## src/rtl/epd_seq_pkg.sv

```systemverilog
package epd_seq_pkg;

  localparam int PC_W     = 6;
  localparam int REF_BASE = 32;

  typedef enum logic [2:0] {
    OP_END = 3'd0,
    OP_PIN = 3'd1,
    OP_CMD = 3'd2,
    OP_DAT = 3'd3,
    OP_DLY = 3'd4,
    OP_BSY = 3'd5,
    OP_WIN = 3'd6
  } op_e;

  // sel: DLY 0=reset delay 1=post-command delay; BSY 0=short 1=long limit
  typedef struct packed {
    op_e        op;
    logic       sel;
    logic       last;
    logic [7:0] val;
  } step_t;

  typedef enum logic [1:0] {
    ST_IDLE = 2'd0,
    ST_RUN  = 2'd1,
    ST_DLY  = 2'd2,
    ST_BSY  = 2'd3
  } state_e;

endpackage

```

## src/rtl/epd_script_rom.sv

```systemverilog
module epd_script_rom
  import epd_seq_pkg::*;
(
  input  logic [PC_W-1:0] idx,
  output step_t           step
);

  function automatic step_t mk(op_e o, logic s, logic l, logic [7:0] v);
    step_t t;
    t.op = o; t.sel = s; t.last = l; t.val = v;
    return t;
  endfunction

  always_comb begin
    case (idx)
      // reset and init
      6'd0:  step = mk(OP_PIN, 1'b0, 1'b0, 8'h01);
      6'd1:  step = mk(OP_DLY, 1'b0, 1'b0, 8'h00);
      6'd2:  step = mk(OP_PIN, 1'b0, 1'b0, 8'h00);
      6'd3:  step = mk(OP_DLY, 1'b0, 1'b0, 8'h00);
      6'd4:  step = mk(OP_PIN, 1'b0, 1'b0, 8'h01);
      6'd5:  step = mk(OP_DLY, 1'b0, 1'b0, 8'h00);
      6'd6:  step = mk(OP_BSY, 1'b0, 1'b0, 8'h00);
      6'd7:  step = mk(OP_CMD, 1'b0, 1'b1, 8'h12);
      6'd8:  step = mk(OP_DLY, 1'b1, 1'b0, 8'h00);
      6'd9:  step = mk(OP_BSY, 1'b0, 1'b0, 8'h00);
      6'd10: step = mk(OP_CMD, 1'b0, 1'b1, 8'h18);
      6'd11: step = mk(OP_DAT, 1'b0, 1'b1, 8'h80);
      6'd12: step = mk(OP_CMD, 1'b0, 1'b1, 8'h22);
      6'd13: step = mk(OP_DAT, 1'b0, 1'b1, 8'hB1);
      6'd14: step = mk(OP_CMD, 1'b0, 1'b1, 8'h20);
      6'd15: step = mk(OP_DLY, 1'b1, 1'b0, 8'h00);
      6'd16: step = mk(OP_BSY, 1'b0, 1'b0, 8'h00);
      6'd17: step = mk(OP_CMD, 1'b0, 1'b1, 8'h1A);
      6'd18: step = mk(OP_DAT, 1'b0, 1'b0, 8'h64);
      6'd19: step = mk(OP_DAT, 1'b0, 1'b1, 8'h00);
      6'd20: step = mk(OP_CMD, 1'b0, 1'b1, 8'h22);
      6'd21: step = mk(OP_DAT, 1'b0, 1'b1, 8'h91);
      6'd22: step = mk(OP_CMD, 1'b0, 1'b1, 8'h20);
      6'd23: step = mk(OP_DLY, 1'b1, 1'b0, 8'h00);
      6'd24: step = mk(OP_BSY, 1'b0, 1'b0, 8'h00);
      // full refresh
      6'd32: step = mk(OP_WIN, 1'b0, 1'b0, 8'h00);
      6'd33: step = mk(OP_CMD, 1'b0, 1'b1, 8'h21);
      6'd34: step = mk(OP_DAT, 1'b0, 1'b0, 8'h40);
      6'd35: step = mk(OP_DAT, 1'b0, 1'b1, 8'h10);
      6'd36: step = mk(OP_CMD, 1'b0, 1'b1, 8'h1A);
      6'd37: step = mk(OP_DAT, 1'b0, 1'b0, 8'h64);
      6'd38: step = mk(OP_DAT, 1'b0, 1'b1, 8'h00);
      6'd39: step = mk(OP_CMD, 1'b0, 1'b1, 8'h22);
      6'd40: step = mk(OP_DAT, 1'b0, 1'b1, 8'hD7);
      6'd41: step = mk(OP_CMD, 1'b0, 1'b1, 8'h20);
      6'd42: step = mk(OP_BSY, 1'b1, 1'b0, 8'h00);
      default: step = mk(OP_END, 1'b0, 1'b0, 8'h00);
    endcase
  end

endmodule

```

## src/rtl/epd_tick_timer.sv

```systemverilog
module epd_tick_timer #(
  parameter int W = 16
) (
  input  logic         clk,
  input  logic         rst_n,
  input  logic         load,
  input  logic [W-1:0] load_val,
  input  logic         tick,
  output logic         expired
);

  logic [W-1:0] cnt;

  always_ff @(posedge clk or negedge rst_n) begin
    if (!rst_n)                 cnt <= '0;
    else if (load)              cnt <= load_val;
    else if (tick && cnt != '0) cnt <= cnt - W'(1);
  end

  assign expired = (cnt == '0);

  AST_TMR_HOLD: assert property (@(posedge clk) disable iff (!rst_n)
    !load && !tick |=> $stable(cnt));

endmodule

```

## src/rtl/epd_busy_sync.sv

```systemverilog
module epd_busy_sync #(
  parameter int STAGES = 2
) (
  input  logic clk,
  input  logic rst_n,
  input  logic d,
  output logic q
);

  generate
    if (STAGES == 0) begin : g_pass
      assign q = d;
    end else begin : g_flops
      logic [STAGES-1:0] sh;
      always_ff @(posedge clk or negedge rst_n) begin
        if (!rst_n) sh <= '0;
        else        sh <= {sh[STAGES-2:0], d};
      end
      assign q = sh[STAGES-1];
    end
  endgenerate

endmodule

```

## src/rtl/epd_seq_top.sv

```systemverilog
module epd_seq_top
  import epd_seq_pkg::*;
#(
  parameter int RST_MS        = 20,
  parameter int CMD_MS        = 10,
  parameter int BUSY_SHORT_MS = 100,
  parameter int BUSY_LONG_MS  = 2500,
  parameter int SYNC_STAGES   = 2,
  parameter int TMR_W         = 16
) (
  input  logic       clk,
  input  logic       rst_n,
  input  logic       tick,
  input  logic       start_init,
  input  logic       start_refresh,
  input  logic       busy_i,
  output logic       panel_rst_n,
  output logic       out_valid,
  input  logic       out_ready,
  output logic [7:0] out_byte,
  output logic       out_is_data,
  output logic       out_last,
  output logic       win_req,
  input  logic       win_ack,
  output logic       idle,
  output logic       timeout_flag
);

  state_e          state;
  logic [PC_W-1:0] pc;
  step_t           cur;
  logic            busy_s;
  logic            tmr_load;
  logic [TMR_W-1:0] tmr_val;
  logic            tmr_done;
  logic            rst_q;
  logic            tof_q;
  logic            op_accept;

  epd_script_rom u_rom (.idx(pc), .step(cur));

  epd_busy_sync #(.STAGES(SYNC_STAGES)) u_sync (
    .clk(clk), .rst_n(rst_n), .d(busy_i), .q(busy_s));

  epd_tick_timer #(.W(TMR_W)) u_tmr (
    .clk(clk), .rst_n(rst_n), .load(tmr_load), .load_val(tmr_val),
    .tick(tick), .expired(tmr_done));

  always_comb begin
    out_valid   = (state == ST_RUN) && (cur.op == OP_CMD || cur.op == OP_DAT);
    out_byte    = cur.val;
    out_is_data = (cur.op == OP_DAT);
    out_last    = cur.last;
    win_req     = (state == ST_RUN) && (cur.op == OP_WIN);
    tmr_load    = (state == ST_RUN) && (cur.op == OP_DLY || cur.op == OP_BSY);
    if (cur.op == OP_DLY)
      tmr_val = cur.sel ? TMR_W'(CMD_MS) : TMR_W'(RST_MS);
    else
      tmr_val = cur.sel ? TMR_W'(BUSY_LONG_MS) : TMR_W'(BUSY_SHORT_MS);
    op_accept   = (state == ST_IDLE) && (start_init || start_refresh);
  end

  always_ff @(posedge clk or negedge rst_n) begin
    if (!rst_n) begin
      state <= ST_IDLE;
      pc    <= '0;
      rst_q <= 1'b1;
      tof_q <= 1'b0;
    end else begin
      case (state)
        ST_IDLE: begin
          if (start_init) begin
            pc    <= '0;
            state <= ST_RUN;
            tof_q <= 1'b0;
          end else if (start_refresh) begin
            pc    <= PC_W'(REF_BASE);
            state <= ST_RUN;
            tof_q <= 1'b0;
          end
        end
        ST_RUN: begin
          case (cur.op)
            OP_END: state <= ST_IDLE;
            OP_PIN: begin
              rst_q <= cur.val[0];
              pc    <= pc + PC_W'(1);
            end
            OP_CMD, OP_DAT: if (out_ready) pc <= pc + PC_W'(1);
            OP_DLY: state <= ST_DLY;
            OP_BSY: state <= ST_BSY;
            OP_WIN: if (win_ack) pc <= pc + PC_W'(1);
            default: state <= ST_IDLE;
          endcase
        end
        ST_DLY: begin
          if (tmr_done) begin
            pc    <= pc + PC_W'(1);
            state <= ST_RUN;
          end
        end
        ST_BSY: begin
          if (!busy_s) begin
            pc    <= pc + PC_W'(1);
            state <= ST_RUN;
          end else if (tmr_done) begin
            tof_q <= 1'b1;
            pc    <= pc + PC_W'(1);
            state <= ST_RUN;
          end
        end
        default: state <= ST_IDLE;
      endcase
    end
  end

  assign panel_rst_n  = rst_q;
  assign timeout_flag = tof_q;
  assign idle         = (state == ST_IDLE);

  AST_HOLD_BYTE: assert property (@(posedge clk) disable iff (!rst_n)
    out_valid && !out_ready |=> out_valid && $stable(out_byte)
      && $stable(out_is_data) && $stable(out_last));
  AST_IDLE_QUIET: assert property (@(posedge clk) disable iff (!rst_n)
    idle |-> !out_valid && !win_req);
  AST_FLAG_STICKY: assert property (@(posedge clk) disable iff (!rst_n)
    timeout_flag && !op_accept |=> timeout_flag);
  AST_FLAG_CLEAR: assert property (@(posedge clk) disable iff (!rst_n)
    op_accept |=> !timeout_flag);
  AST_WIN_HOLD: assert property (@(posedge clk) disable iff (!rst_n)
    win_req && !win_ack |=> win_req);
  AST_RST_NOBYTES: assert property (@(posedge clk) disable iff (!rst_n)
    !panel_rst_n |-> !out_valid);

endmodule

```

## config.mk

```make
export PLATFORM = sky130hd
export DESIGN_NAME = epd_seq_top
export DESIGN_NICKNAME = d
export VERILOG_FILES = /design/src/rtl/epd_seq_pkg.sv /design/src/rtl/epd_script_rom.sv /design/src/rtl/epd_tick_timer.sv /design/src/rtl/epd_busy_sync.sv /design/src/rtl/epd_seq_top.sv
export SDC_FILE = /design/constraint.sdc
export NUM_CORES = 1
export LEC_CHECK = 0
export BUFFER_PORTS_ARGS = -buffer_cell sky130_fd_sc_hd__buf_2
export CAP_MARGIN = 30
export CORE_MARGIN = 2
export CORE_UTILIZATION = 36
export CTS_CLUSTER_DIAMETER = 100
export DETAILED_ROUTE_END_ITERATION = 10
export PLACE_DENSITY = 0.55
export SYNTH_ARGS = -nofsm -noshare
export SYNTH_HDL_FRONTEND = slang
export SYNTH_HIERARCHICAL = 1
export SYNTH_SLANG_ARGS = --single-unit
```

## constraint.sdc

```tcl
create_clock -name clk -period 4.1 [get_ports clk]
set_input_delay 0.82 -clock clk [delete_from_list [all_inputs] [get_ports clk]]
set_output_delay 0.82 -clock clk [all_outputs]
set_load 0.02 [all_outputs]
```

Word-level counts from Yosys, hierarchy flattened:

Memory sizes are Yosys's and may differ from the RTL's.
Cells that the tools add are included.
Widths: inputs -> output; s select.

* add/subtract/negate cells: 2
* reductions and logical operators: 17
* muxes and demuxes: 24
* eq/ne operators: 16

Operators with widths (count)
* $mux 6: 6
* $mux 16: 2
* $mux 12: 2
* $pmux 6 s4: 1
* $pmux 6 s3: 1
* $logic_not 16->1: 1
* $reduce_bool 16->1: 1
* $sub 16x1->16 const B: 1
* $eq 3x3->1 const B: 3
* $ne 3x3->1 const B: 3
* $mux 2: 4
* $pmux 2 s4: 1
* $reduce_and 4->1: 2
* $add 6x1->6 const B: 1
* $eq 3x2->1 const B: 2
* $pmux 2 s3: 1
* $mux 5: 1
* $eq 2x2->1 const B: 2
* $logic_and 1x1->1: 4
* $mux 1: 4
* $ne 2x2->1 const B: 2
* $ne 4x2->1 const B: 1
* $reduce_and 2->1: 2
* $reduce_bool 2->1: 2
* 8 further kinds: 9

* memories kept: 1
* register bits: 28
* input port bits: 8
* word-level logic and storage cells: 66
* memory bits (read-only): 832

Memory list
* (no name shown): depth 64, bits a word 13, read ports 1, clocked after memory_dff 0, write ports 0, RTL line epd_script_rom.sv:15 `case (idx)`

Depth between registers and ports, before layout:

An unclocked memory read counts as a cell.

* depth in word-level cells: 5
* mapped depth: 14

By module:

Netlist, hierarchy kept.

By module, submodules not included
* epd_tick_timer: times used 1, cells each 124, sequential area each 400.4 um2, area an instance 1063.5 um2
* epd_script_rom: times used 1, cells each 105, sequential area each 0.0 um2, area an instance 743.2 um2
* epd_seq_top: times used 1, cells each 89, sequential area each 251.5 um2, area an instance 725.7 um2
* epd_busy_sync: times used 1, cells each 2, sequential area each 50.0 um2, area an instance 50.0 um2

Worst setup path before layout:

OpenSTA, ideal clock, no wires.

* path type: register -> output
* start point: register pc[0]
* end point: output port win_req
* path buffers: 1
* slack: 1.202 ns
* cell stages (with the launch flop): 11
* arrival time: 2.078 ns
* cells stage by stage: dfrtp_1 > inv_1 > ha_1 > buf_6 > o21ai_0 > a32oi_1 > o21ai_1 > o22ai_1 > nand2b_1 > or3_4 > inv_1

RTL lines
* from (decl): RTL line epd_seq_top.sv:30 `logic [PC_W-1:0] pc;`
* from (signal assigned): RTL line epd_seq_top.sv:77 `pc <= PC_W'(REF_BASE);`
* from (signal assigned): RTL line epd_seq_top.sv:87 `pc <= pc + PC_W'(1);`
* from (signal assigned): RTL line epd_seq_top.sv:89 `OP_CMD, OP_DAT: if (out_ready) pc <= pc + PC_W'(1);`
* to (decl): RTL line epd_seq_top.sv:23 `output logic win_req,`

==> qor.yml <==
sta:
  slew_headroom_pct: 33.61
  fin_skew_ns: 0.002459
  hold_viol: 0
  fin_crit_sh_pct: 88.85
  fmax_mhz: 274.5
  tns_ns: 0
  fin_crit_ns: 3.643
  report.final.slew_viol_count: 0
  rsz0062_at_grt: "false"
  tightestPinTransition_ns: 0.9959
  finalSetupViolations: 0
cts:
  cts_hold_buf: 0
  clk_latency_ns: 0.27
  cts_buffer_depth: 2
  htree_levels: 1
  cts.repair.resized: 0
  cts_tree: "done"
  postCtsSetupBuffers: 0
  cts.clk_slew.worst_paths_ns: 0.09
  cts.sinks: 28
  cts_made_buffers: 3
  cts-root-buf: "clkbuf_8"
worst_hold_path:
  hold_class: "reg2reg"
  min-delay-start: "u_sync/g_flops.sh[0]"
  hold_end: "u_sync/g_flops.sh[1]"
  whs_path_depth: 0
critical_path:
  crit_fanout: 36
  r2r_cells: 9
  critPathRequiredTime_ns: 3.28
  start_kind: "flip-flop"
  r2r-start: "pc[2]"
  critical_path_class: "reg2out"
  cp_data_arrival_time_ns: 2.82
  timing.rr.end: "pc[4]"
  r2r_slack_ns: 0.91
  timing.critical_path.to_type: "output port"
drt:
  drc_errors: 0
  drt_first_pass_iters: 4
  drt_iter0_drc: 137
  dr_total_vias: 2404
  totalWireLength_microns: 6215
  wl_per_cell_microns: 14.32
  viasPerCell: 5.539
  postRouteAntennaNets: 0
yosys:
  synth.avg_cell_area_sq_um: 8.070
  yosysUniqueCellTypes: 74
  synthCells: 320
  netlist_area_sq_um: 2582
  synthFlopType: "dfrtp_1"
  seq_area_frac_synth_pct: 27.18
  synth_commonest_cells: "29 x nand2_1, 29 x nor2_1, 27 x dfrtp_1"
  synth_seq_cells: 28
  synth_edf_count: 0
  synth_area_leaders: "dfrtp_1 26%, ha_1 4.4%, a21oi_1 4.3%"
  async_flop_share_pct: 100.0
  yosys_warnings: 6
  yosysTopAreaCellShare_pct: 26.16
  synth_top_area_cell: "dfrtp_1"
floorplanning:
  start_util_pct: 37.60
  die-area_sq_um: 7867
  std_cell_rows: 30
  ios: 23
  die_y_microns: 88.70
  die_w_microns: 88.70
  coreArea_sq_um: 6869
run_status:
  outcome: "complete, no violations"
placed_design:
  routabilityCongestion: 0.8628
  place_area_sq_um: 2725
  post-dp-hpwl_microns: 4623
  numPortBuffers: 22
cells_and_area:
  drive_above_1_share_pct: 13.02
  final_nets: 356
  post-route-cell-area_sq_um: 2770
  n_antenna_cell: 0
  area_growth_syn_to_layout_pct: 7.268
global_route:
  grt_pass1_vias: 2168
  grt_start_max_net_pins: 37
  antenna_found_initial: 0
  grt_pass1_wl_microns: 10210
  overflow: 0
  grt_usage_pct: 16.13
power:
  p_leak_nw: 1.153
  peakVddDrop_mv: 0.3054
  powerDensity_nw_per_um2: 743.4
  power.total_w: 0.002059
job:
  maxCapViolCount: 0
[cells by family after synthesis]
group,count (synthesis),synth area share [%]
mux,9,3.634
compound gates,109,28.54
buf+inv,32,7.170
flops,28,27.18
simple gates,131,28.63
other cells,1,0.1452
xor+xnor,1,0.3392
fa+ha+maj,9,4.361
[final cells by class]
| class | count | area, sq um |
|---|---|---|
| clock buffer | 4 | 45.04 |
| multi-input combinational | 266 | 1718 |
| inverter | 16 | 60.06 |
| sequential | 28 | 701.9 |
| fill | 709 | 4099 |
| timing repair buffer | 24 | 125.1 |
| tap | 96 | 120.1 |
[worst max-delay path by stage]
| stage | from | end | slack, ns | cells past startpoint |
|---|---|---|---|---|
| 6_report | pc[2] | win_req | 0.46 | 8 |
| 4_1_cts | pc[2] | win_req | 0.49 | 8 |
| 2_1_floorplan | pc[0] | win_req | 1.20 | 10 |
| 3_3_place_gp | pc[2] | win_req | 0.82 | 8 |
| 5_1_grt | pc[2] | win_req | 0.22 | 8 |
| 3_5_place_dp | pc[2] | win_req | 0.80 | 8 |
[critical path, stage by stage, from the launching register on]
cell and delay (ns):
dfrtp_1 1.01, nand2_1 0.19, o211a_1 0.22, a311oi_1 0.26, a211o_1 0.22, inv_1 0.06
or3_4 0.39, inv_1 0.05, buf_2 0.15
[per-stage QoR]
stage,std cells,hold WS (ns),utilization (%),setup slack [ns]
final,434,0.3606,40.33,0.4570
after global routing,434,0.3677,40.33,0.2209
after CTS,434,0.3646,40.33,0.4883
after detailed placement,430,0.3418,39.67,0.8032
after global placement,430,0.3364,39.67,0.8223
after floorplan,326,0.3312,-,1.202
[power by group]
group	internal, W	switching, W	leakage [nW]
clock network	0.0000696	0.0000824	0.0228
logic	0.000520	0.000742	0.792
registers	0.000398	0.000247	0.338
total	0.000987	0.00107	1.15
[sequential cells by signal (all words and copies together) (netlist names)]
| name | flops |
|---|---|
| u_tmr/cnt | 16 |
| timeout_flag | 1 |
| u_sync/g_flops.sh | 2 |
| pc | 6 |
| state | 2 |
| panel_rst_n | 1 |
[per-layer routing]
layer,global-route usage (%),part of all wire (%),up-vias
met5,0,0,-
met4,5.510,1.6,0
met3,1.306,4.6,8
met2,25.51,46,64
met1,23.14,48,1105
li1,-,-,1227
[cell usage in the layout (no fill, tap or decap), drive strengths merged, types with 3 or more instances in the layout]
cell,n
or4,6
clkbuf,4
dfrtp,27
nand4,3
mux2,3
a22oi,3
nor2,29
a31oi,7
nor2b,9
and3,3
o21ai,30
a211o,3
a21oi,23
o211ai,3
nand3,4
nand2,29
nor4,5
nand2b,11
buf,24
and2,4
o31ai,5
inv,16
or3,4
o22ai,5
nand4b,3
ha,9
conb,7
mux2i,6
o41ai,4
o21a,3
nor3,9
Power figures use the tool's default switching activity.
